--- src/rtl/dmi_pkg.sv ---
package dmi_pkg;

  localparam logic [3:0] OFS_IRQ_STAT = 4'd0;
  localparam logic [3:0] OFS_IRQ_RAW  = 4'd1;
  localparam logic [3:0] OFS_IRQ_ENS  = 4'd2;
  localparam logic [3:0] OFS_IRQ_ENC  = 4'd3;
  localparam logic [3:0] OFS_SW_SET   = 4'd4;
  localparam logic [3:0] OFS_SW_CLR   = 4'd5;
  localparam logic [3:0] OFS_FIQ_STAT = 4'd8;
  localparam logic [3:0] OFS_FIQ_RAW  = 4'd9;
  localparam logic [3:0] OFS_FIQ_ENS  = 4'd10;
  localparam logic [3:0] OFS_FIQ_ENC  = 4'd11;

  localparam int NUM_OUT = 2;
  localparam int OUT_IRQ = 0;
  localparam int OUT_FIQ = 1;

  typedef enum logic [2:0] {
    RS_ZERO,
    RS_IRQ_STAT,
    RS_RAW,
    RS_IRQ_MASK,
    RS_SW,
    RS_FIQ_STAT,
    RS_FIQ_MASK
  } rd_sel_e;

  typedef struct packed {
    logic [NUM_OUT-1:0] mask_set;
    logic [NUM_OUT-1:0] mask_clr;
    logic               sw_set;
    logic               sw_clr;
    logic               bad;
  } wr_dec_t;

endpackage

--- src/rtl/dmi_decode.sv ---
module dmi_decode
  import dmi_pkg::*;
#(
  parameter int ADDR_W = 4
) (
  input  logic [ADDR_W-1:0] addr,
  output wr_dec_t           wdec,
  output rd_sel_e           rsel,
  output logic              rd_bad
);

  logic       hi_zero;
  logic [3:0] lo;

  assign lo = addr[3:0];

  generate
    if (ADDR_W > 4) begin : g_hi
      assign hi_zero = ~|addr[ADDR_W-1:4];
    end else begin : g_nohi
      assign hi_zero = 1'b1;
    end
  endgenerate

  always_comb begin
    wdec   = '0;
    rsel   = RS_ZERO;
    rd_bad = 1'b0;
    if (!hi_zero) begin
      wdec.bad = 1'b1;
      rd_bad   = 1'b1;
    end else begin
      case (lo)
        OFS_IRQ_STAT: begin rsel = RS_IRQ_STAT; wdec.bad = 1'b1; end
        OFS_IRQ_RAW:  begin rsel = RS_RAW;      wdec.bad = 1'b1; end
        OFS_FIQ_STAT: begin rsel = RS_FIQ_STAT; wdec.bad = 1'b1; end
        OFS_FIQ_RAW:  begin rsel = RS_RAW;      wdec.bad = 1'b1; end
        OFS_IRQ_ENS:  begin rsel = RS_IRQ_MASK; wdec.mask_set[OUT_IRQ] = 1'b1; end
        OFS_FIQ_ENS:  begin rsel = RS_FIQ_MASK; wdec.mask_set[OUT_FIQ] = 1'b1; end
        OFS_IRQ_ENC:  begin rd_bad = 1'b1; wdec.mask_clr[OUT_IRQ] = 1'b1; end
        OFS_FIQ_ENC:  begin rd_bad = 1'b1; wdec.mask_clr[OUT_FIQ] = 1'b1; end
        OFS_SW_SET:   begin rsel = RS_SW; wdec.sw_set = 1'b1; end
        OFS_SW_CLR:   begin rd_bad = 1'b1; wdec.sw_clr = 1'b1; end
        default:      begin rd_bad = 1'b1; wdec.bad = 1'b1; end
      endcase
    end
  end

endmodule

--- src/rtl/dmi_src_capture.sv ---
module dmi_src_capture #(
  parameter int NSRC = 32
) (
  input  logic            clk,
  input  logic            rst,
  input  logic [NSRC-1:0] src_i,
  input  logic            sw_set,
  input  logic            sw_clr,
  output logic [NSRC-1:0] raw_o,
  output logic            sw_o
);

  logic [NSRC-1:0] cap_q;
  logic            sw_q;

  always_ff @(posedge clk) begin
    if (rst) begin
      cap_q <= '0;
      sw_q  <= 1'b0;
    end else begin
      cap_q <= src_i;
      if (sw_set)      sw_q <= 1'b1;
      else if (sw_clr) sw_q <= 1'b0;
    end
  end

  assign raw_o = {cap_q[NSRC-1:1], cap_q[0] | sw_q};
  assign sw_o  = sw_q;

endmodule

--- src/rtl/dmi_mask_reg.sv ---
module dmi_mask_reg #(
  parameter int W = 32
) (
  input  logic         clk,
  input  logic         rst,
  input  logic         set_en,
  input  logic         clr_en,
  input  logic [W-1:0] wdata,
  output logic [W-1:0] mask_o
);

  always_ff @(posedge clk) begin
    if (rst)         mask_o <= '0;
    else if (set_en) mask_o <= mask_o | wdata;
    else if (clr_en) mask_o <= mask_o & ~wdata;
  end

endmodule

--- src/rtl/dual_mask_intc.sv ---
module dual_mask_intc
  import dmi_pkg::*;
#(
  parameter int NSRC   = 32,
  parameter int ADDR_W = 4
) (
  input  logic              clk,
  input  logic              rst,
  input  logic [NSRC-1:0]   src_i,
  input  logic              cfg_wr_en,
  input  logic              cfg_rd_en,
  input  logic [ADDR_W-1:0] cfg_addr,
  input  logic [NSRC-1:0]   cfg_wdata,
  output logic [NSRC-1:0]   cfg_rdata,
  output logic              cfg_err,
  output logic              irq_o,
  output logic              fiq_o
);

  wr_dec_t dec_w;
  rd_sel_e rsel_w;
  logic    rd_bad_w;

  logic [NSRC-1:0]               raw_w;
  logic                          sw_w;
  logic [NUM_OUT-1:0][NSRC-1:0]  mask_w;
  logic [NUM_OUT-1:0][NSRC-1:0]  stat_w;

  dmi_decode #(.ADDR_W(ADDR_W)) dec_i (
    .addr   (cfg_addr),
    .wdec   (dec_w),
    .rsel   (rsel_w),
    .rd_bad (rd_bad_w)
  );

  dmi_src_capture #(.NSRC(NSRC)) cap_i (
    .clk    (clk),
    .rst    (rst),
    .src_i  (src_i),
    .sw_set (cfg_wr_en & dec_w.sw_set),
    .sw_clr (cfg_wr_en & dec_w.sw_clr),
    .raw_o  (raw_w),
    .sw_o   (sw_w)
  );

  generate
    for (genvar g = 0; g < NUM_OUT; g++) begin : g_mask
      dmi_mask_reg #(.W(NSRC)) mask_i (
        .clk    (clk),
        .rst    (rst),
        .set_en (cfg_wr_en & dec_w.mask_set[g]),
        .clr_en (cfg_wr_en & dec_w.mask_clr[g]),
        .wdata  (cfg_wdata),
        .mask_o (mask_w[g])
      );
      assign stat_w[g] = raw_w & mask_w[g];
    end
  endgenerate

  assign irq_o = |stat_w[OUT_IRQ];
  assign fiq_o = |stat_w[OUT_FIQ];

  always_ff @(posedge clk) begin
    if (rst) begin
      cfg_rdata <= '0;
      cfg_err   <= 1'b0;
    end else begin
      cfg_err <= (cfg_wr_en & dec_w.bad) | (cfg_rd_en & rd_bad_w);
      if (cfg_rd_en) begin
        case (rsel_w)
          RS_IRQ_STAT: cfg_rdata <= stat_w[OUT_IRQ];
          RS_FIQ_STAT: cfg_rdata <= stat_w[OUT_FIQ];
          RS_RAW:      cfg_rdata <= raw_w;
          RS_IRQ_MASK: cfg_rdata <= mask_w[OUT_IRQ];
          RS_FIQ_MASK: cfg_rdata <= mask_w[OUT_FIQ];
          RS_SW:       cfg_rdata <= {{(NSRC-1){1'b0}}, sw_w};
          default:     cfg_rdata <= '0;
        endcase
      end
    end
  end

endmodule

--- config.mk ---
export PLATFORM = sky130hd
export DESIGN_NAME = dual_mask_intc
export DESIGN_NICKNAME = d
export VERILOG_FILES = /design/src/rtl/dmi_pkg.sv /design/src/rtl/dmi_decode.sv /design/src/rtl/dmi_src_capture.sv /design/src/rtl/dmi_mask_reg.sv /design/src/rtl/dual_mask_intc.sv
export SDC_FILE = /design/constraint.sdc
export NUM_CORES = 1
export LEC_CHECK = 0
export CORE_MARGIN = 3
export CORE_UTILIZATION = 40
export CTS_CLUSTER_SIZE = 16
export DETAILED_ROUTE_END_ITERATION = 8
export PLACE_DENSITY = 0.61
export SYNTH_ARGS = -nofsm -noshare
export SYNTH_HDL_FRONTEND = slang
export SYNTH_SLANG_ARGS = --single-unit
--- constraint.sdc ---
create_clock -name clk -period 4.23 [get_ports clk]
set_input_delay 0.846 -clock clk [delete_from_list [all_inputs] [get_ports clk]]
set_output_delay 0.846 -clock clk [all_outputs]
set_load 0.02 [all_outputs]
==> run metrics, run 1 <==
total power draw=3.05 mW; diode count=0; starting density of the core=0.412; Routed WL=18.5 mm; largest net degree at the start of global routing=65; Post-Syn Instances=577; crit path time final=3240 ps; clock root cell=clkbuf_16; Period Utilization, post-route=0.765; Syn Area/Cell=9.95 µm²; share of the synthesized area in the top cell type=0.453; Hold-fix buffers, CTS=0; relative slew slack=0.364; H-tree levels=4; cell area after layout=7390 µm²; DR vias=5239; area grow syn2layout=28.8%; Worst-Margin Slew=954 ps; setup TNS=0 ps; final net count=728; Synth Warn #=0; Detail Route Antenna Nets=0; layout cells sized above 1=0.123; Post-synth top cells=dfxtp_1 (130), a21oi_1 (69), a311oi_1 (65); outcome=finished clean; TritonCTS clock tree=done; CORE AREA=13900 µm²; final core utilization=0.530; Layout Skew=5.33 ps; initial antenna violation count=0; maximum vdd drop=284 µV; Post-CTS Setup Repair Bufs=0; Placed Area=6790 µm²; placed insts=817; first-pass GRT wire length=29.1 mm; top_reg_cell synth=dfxtp_1; Die ar.=15800 µm²; Yosys reg bits=130; top-count cell post-synth=dfxtp_1; WHS=451 ps; Max-cap violations=0; synthesized area=5740 µm²; via/cell ratio=6.17; crit path capture type=primary output; worst-skew pair later-pin latency=420 ps; synth unique cells=34; worst path arrival time=2390 ps; Place WS=1110 ps; Clock Sinks=130; DR iter-0 viols=617; vias in the first global route=5125; Seq/Total Area, Yosys=0.453; Worst-path clk slew=60 ps; setup ws final=993 ps; CTS resizes=0; clock buffer depth=2; async set-reset flop share out of synthesis=0; CTS buffer count=17; GPL Wtd Cong=0.804; fmax=0.309 GHz; Post-synth EDFFs=0; die span in x=126 µm; Die Ht=126 µm; Crit path required time=3380 ps; highest fanout seen on the critical path=5; DR WL/cell=21.8 µm; Post-Syn Nets=649; Cell Pwr Density=413 nW/µm²; # IOs=107; total global-route track usage=0.232; Layout Cells excl Fill=849; Max Slew Vio Count=0; Setup CP Type=reg2out; synth top area cells=dfxtp_1 (45%), a311oi_1 (9.9%), mux2_2 (6.1%); grt ovf=0; row cnt=43; Final Hold Vio Count=0; CP startpoint kind=flop; port bufs=106; leakage=2.74 nW; hpwl dp=12.1 mm; final setup fails=0; RSZ-0062 raised after global routing=no; biggest area consumer among synthesized cells=dfxtp_1; Hold WC Path Type=reg2reg; 1st-pass router iterations=5; DRC Markers=0
-- cells by family after synthesis --
kind of cell           count (synthesis)  share of synthesized area
AO/OA/AOI/OAI                        265                      0.339
flip-flops                           130                      0.453
AND/OR/NAND/NOR                       93                     0.0907
buffers and inverters                 58                     0.0562
multiplexers                          31                     0.0608
-- critical path, cell delays in order (launching register included) --
cell and delay, ps:
dfxtp_1 340, o21ai_0 310, nand3_1 140, nor4_1 460, nand2_1 160, clkdlybuf4s50_1 570
-- final timing paths --
kind | cells after the start | start | slack (ps) | endpoint
hold reg to reg | 2 | cfg_rdata[26] | 450 | cfg_rdata[26]
setup / recovery | 5 | cap_i.sw_o | 990 | fiq_o
setup reg to reg | 4 | flop | 2760 | cfg_rdata[8]
hold / removal | 2 | cfg_rdata[26] | 450 | cfg_rdata[26]
-- where the power goes --
| part | total [mW] | internal, mW | switching [mW] | leakage, nW |
|---|---|---|---|---|
| Sequential | 1.29 | 1.26 | 0.0367 | 1.06 |
| Combinational | 0.260 | 0.119 | 0.141 | 1.41 |
| Clock | 1.50 | 0.938 | 0.561 | 0.273 |
| Total | 3.05 | 2.32 | 0.739 | 2.74 |
-- final cells by class --
cell class,instances,area (µm²)
Timing Repair Buffer,116,1130
Clock inverter,13,161
Inverter,2,7.51
Sequential cell,130,2600
Multi-Input combinational cell,389,2830
Clock buffer,19,443
Tap cell,180,225
Fill cell,1273,6540
-- placed cells by master, fill, tap and decap left out, types with 2 or more instances in the layout --
| master | synthesis | layout |
|---|---|---|
| clkbuf_16 | 0 | 17 |
| nand3_1 | 2 | 2 |
| clkinvlp_4 | 0 | 7 |
| a222oi_1 | 2 | 2 |
| mux2_2 | 31 | 31 |
| nor4_1 | 3 | 3 |
| nand4_1 | 6 | 6 |
| nor2_1 | 5 | 3 |
| o211a_1 | 31 | 31 |
| buf_2 | 15 | 2 |
| clkdlybuf4s50_1 | 0 | 104 |
| a22oi_1 | 28 | 28 |
| nor3_1 | 2 | 2 |
| bufinv_16 | 0 | 3 |
| a221oi_1 | 30 | 30 |
| nand2_1 | 34 | 34 |
| o21ai_0 | 33 | 32 |
| dfxtp_1 | 130 | 130 |
| nor2b_1 | 35 | 35 |
| a311oi_1 | 65 | 65 |
| buf_4 | 3 | 10 |
| a21oi_1 | 69 | 69 |
| clkinv_2 | 0 | 2 |
| inv_1 | 2 | 2 |
-- routing by layer --
metal,part of all wire,vias to the layer above,global-route usage,wire (µm)
li1,-,2450,-,-
met1,0.44,2534,0.317,8090
met2,0.47,233,0.365,8770
met3,0.076,22,0.0598,1400
met4,0.013,0,0.0694,232
met5,0,-,0,0
No activity file was read; power rests on OpenSTA's default activity.
==> inputs of run 2 (changes only) <==
PLACE_DENSITY = 0.63   (was 0.61)
clock period = 2.7 ns   (was 4.23 ns; I/O delays follow)
==> run 2 against run 1 <==
Net effect: worst setup slack worse by 760 ps; combinational power up 62%; critical path depth did not move; hold slack better by 6.5 ps; largest cell class unchanged.
==> run metrics, run 2 (synthesis gave the netlist of run 1 again) <==
outcome=finished clean; area grow syn2layout=32.0%; Die Ht=126 µm (unchanged); layout cells sized above 1=0.138 (+0.0155); CP delay by family, top=simple AND/OR/NAND/NOR gates; FF-to-FF End=cfg_rdata[17]; Layout Skew=7.81 ps (+2.49 ps); TritonCTS clock tree=done; GPL Wtd Cong=0.839 (+4.3%); DR iter-0 viols=680 (+10%); initial antenna violation count=0 (unchanged); global-route met3 utilization=0.0543 (-0.00551); Max Slew Vio Count=0 (unchanged); Routed WL=18.5 mm (+0.25%); Worst path max stage delay=350 ps (-220 ps); final net count=740 (+1.6%); Crit path required time=2160 ps (-1220 ps); worst-skew pair later-pin latency=420 ps (about the same); Clock Sinks=130 (unchanged); DR WL/cell=21.5 µm (-1.1%); clock root cell=clkbuf_16; Worst Path Buf+Inv=1 (unchanged); Hold WC Path Type=reg2reg; FF-to-FF path depth=4 (unchanged); Cell Pwr Density=649 nW/µm² (+57%); final setup fails=0 (unchanged); # IOs=107 (unchanged); leakage=2.85 nW (+4.1%); H-tree levels=4 (unchanged); clock buffer depth=2 (unchanged); CP Depth=5 (unchanged); total global-route track usage=0.228 (-0.00381); Worst-path clk slew=50 ps (about the same); CTS buffer count=17 (unchanged); setup TNS=0 ps (unchanged); CP max-delay cell=dfxtp_1; GR peak layer=met2; Final Hold Vio Count=0 (unchanged); Detail Route Antenna Nets=0 (unchanged); starting density of the core=0.412 (unchanged); hpwl dp=12.6 mm (+4.1%); maximum vdd drop=381 µV (+34%); CORE AREA=13900 µm² (unchanged); Period Utilization, post-route=0.914; Setup CP Type=reg2out; Max-cap violations=0 (unchanged); row cnt=43 (unchanged); placed insts=829 (+1.5%); vias in the first global route=5091 (-0.66%); worst path arrival time=1930 ps (-460 ps); Worst-Margin Slew=656 ps (-298 ps); relative slew slack=0.561 (+0.197); most frequent cells in the layout=dfxtp_1 (130), clkdlybuf4s50_1 (102), a21oi_1 (69), a311oi_1 (65), nor2b_1 (35); CP startpoint kind=flop; die span in x=126 µm (unchanged); first-pass GRT wire length=28.7 mm (-1.4%); DR vias=5362 (+2.3%); largest net degree at the start of global routing=75 (+15%); Die ar.=15800 µm² (unchanged); fmax=0.405 GHz; DRC Markers=0 (unchanged); Layout Cells excl Fill=861 (+1.4%); diode count=0 (unchanged); worst path cell trace=a22oi_1 > nand4_1 > nor4_2 > nand2_1 > dlygate4sd2_1; highest fanout seen on the critical path=4 (-1); worst setup path endpoint=irq_o; crit path time final=2470 ps; 1st-pass router iterations=6 (+1); most common cell after layout, fill and taps aside=dfxtp_1; grt ovf=0 (unchanged); flop2flop setup slack=1270 ps (-1490 ps); port bufs=106 (unchanged); RSZ-0062 raised after global routing=no; Global Route met1 Usage=0.316 (-0.00101); via/cell ratio=6.23 (+0.92%); crit path capture type=primary output; met2 Use GR=0.351 (-0.0138)
run 2: cell types whose count changed in the layout (fill, tap and decap cells not counted), sizes merged:
cell,previous run,this run
buf,12,24
clkbuf,19,23
clkinvlp,7,3
clkdlybuf4s50,104,102
dlygate4sd2,0,2
bufinv,3,4
clkinv,3,2
run 2: power by group:
group	total, mW	internal [mW]	switching (mW)
registers	2.03	1.97	0.0615
clock network	2.46	1.62	0.849
logic	0.421	0.201	0.220
run 2: how the worst min path moves through the flow:
stage             startpoint            end  slack (ps)  cells past startpoint
6_report        cfg_rdata[6]   cfg_rdata[6]         460                      2
5_1_grt         cfg_rdata[7]   cfg_rdata[7]         490                      2
4_1_cts        cfg_rdata[25]  cfg_rdata[25]         460                      2
3_5_place_dp   cfg_rdata[25]  cfg_rdata[25]         450                      2
3_3_place_gp    cfg_rdata[4]   cfg_rdata[4]         430                      1
2_1_floorplan           flop           flop         500                      2
run 2: layer usage:
metal	part of all wire	vias up	wire length (µm)
met2	0.46	278	8550
met3	0.088	30	1630
met5	0	-	0
li1	-	2474	-
met1	0.43	2580	8010
met4	0.019	0	350
run 2: metrics by stage:
| step | worst slack [ps] | hold WS (ps) | util | cell area (µm²) | power, mW |
|---|---|---|---|---|---|
| 6_report | 232 | 457 | 0.544 | 7570 | 4.92 |
| 5_1_grt | 42.7 | 486 | 0.544 | 7570 | 5.06 |
| 4_1_cts | 199 | 465 | 0.543 | 7570 | 4.94 |
| 3_5_place_dp | 101 | 451 | 0.498 | 6940 | 2.49 |
| 3_3_place_gp | 156 | 434 | 0.498 | 6940 | 2.48 |
| 2_1_floorplan | 970 | 505 | - | 5740 | 2.26 |
run 2: final cells by class:
class / instances / area, µm²
clock buffers: 23 / 478
fillers: 1238 / 6360
inverters: 2 / 7.51
multi-input cells: 389 / 2830
clock inverters: 9 / 153
well taps: 180 / 225
repair buffers: 128 / 1280
flip-flops and latches: 130 / 2600
run 2: worst min-delay path: stages, from the launching register on:
cell	delay [ps]
dfxtp_1	330
nand2_1	40
o21ai_0	50
run 2: what timing repair did:
item | in CTS | in global routing
gates cloned | 0 | 0
buffers inserted | 0 | 0
resized for setup | 4 | 1
setup endpoints to repair | 2 | 1
hold buffers | 0 | 0
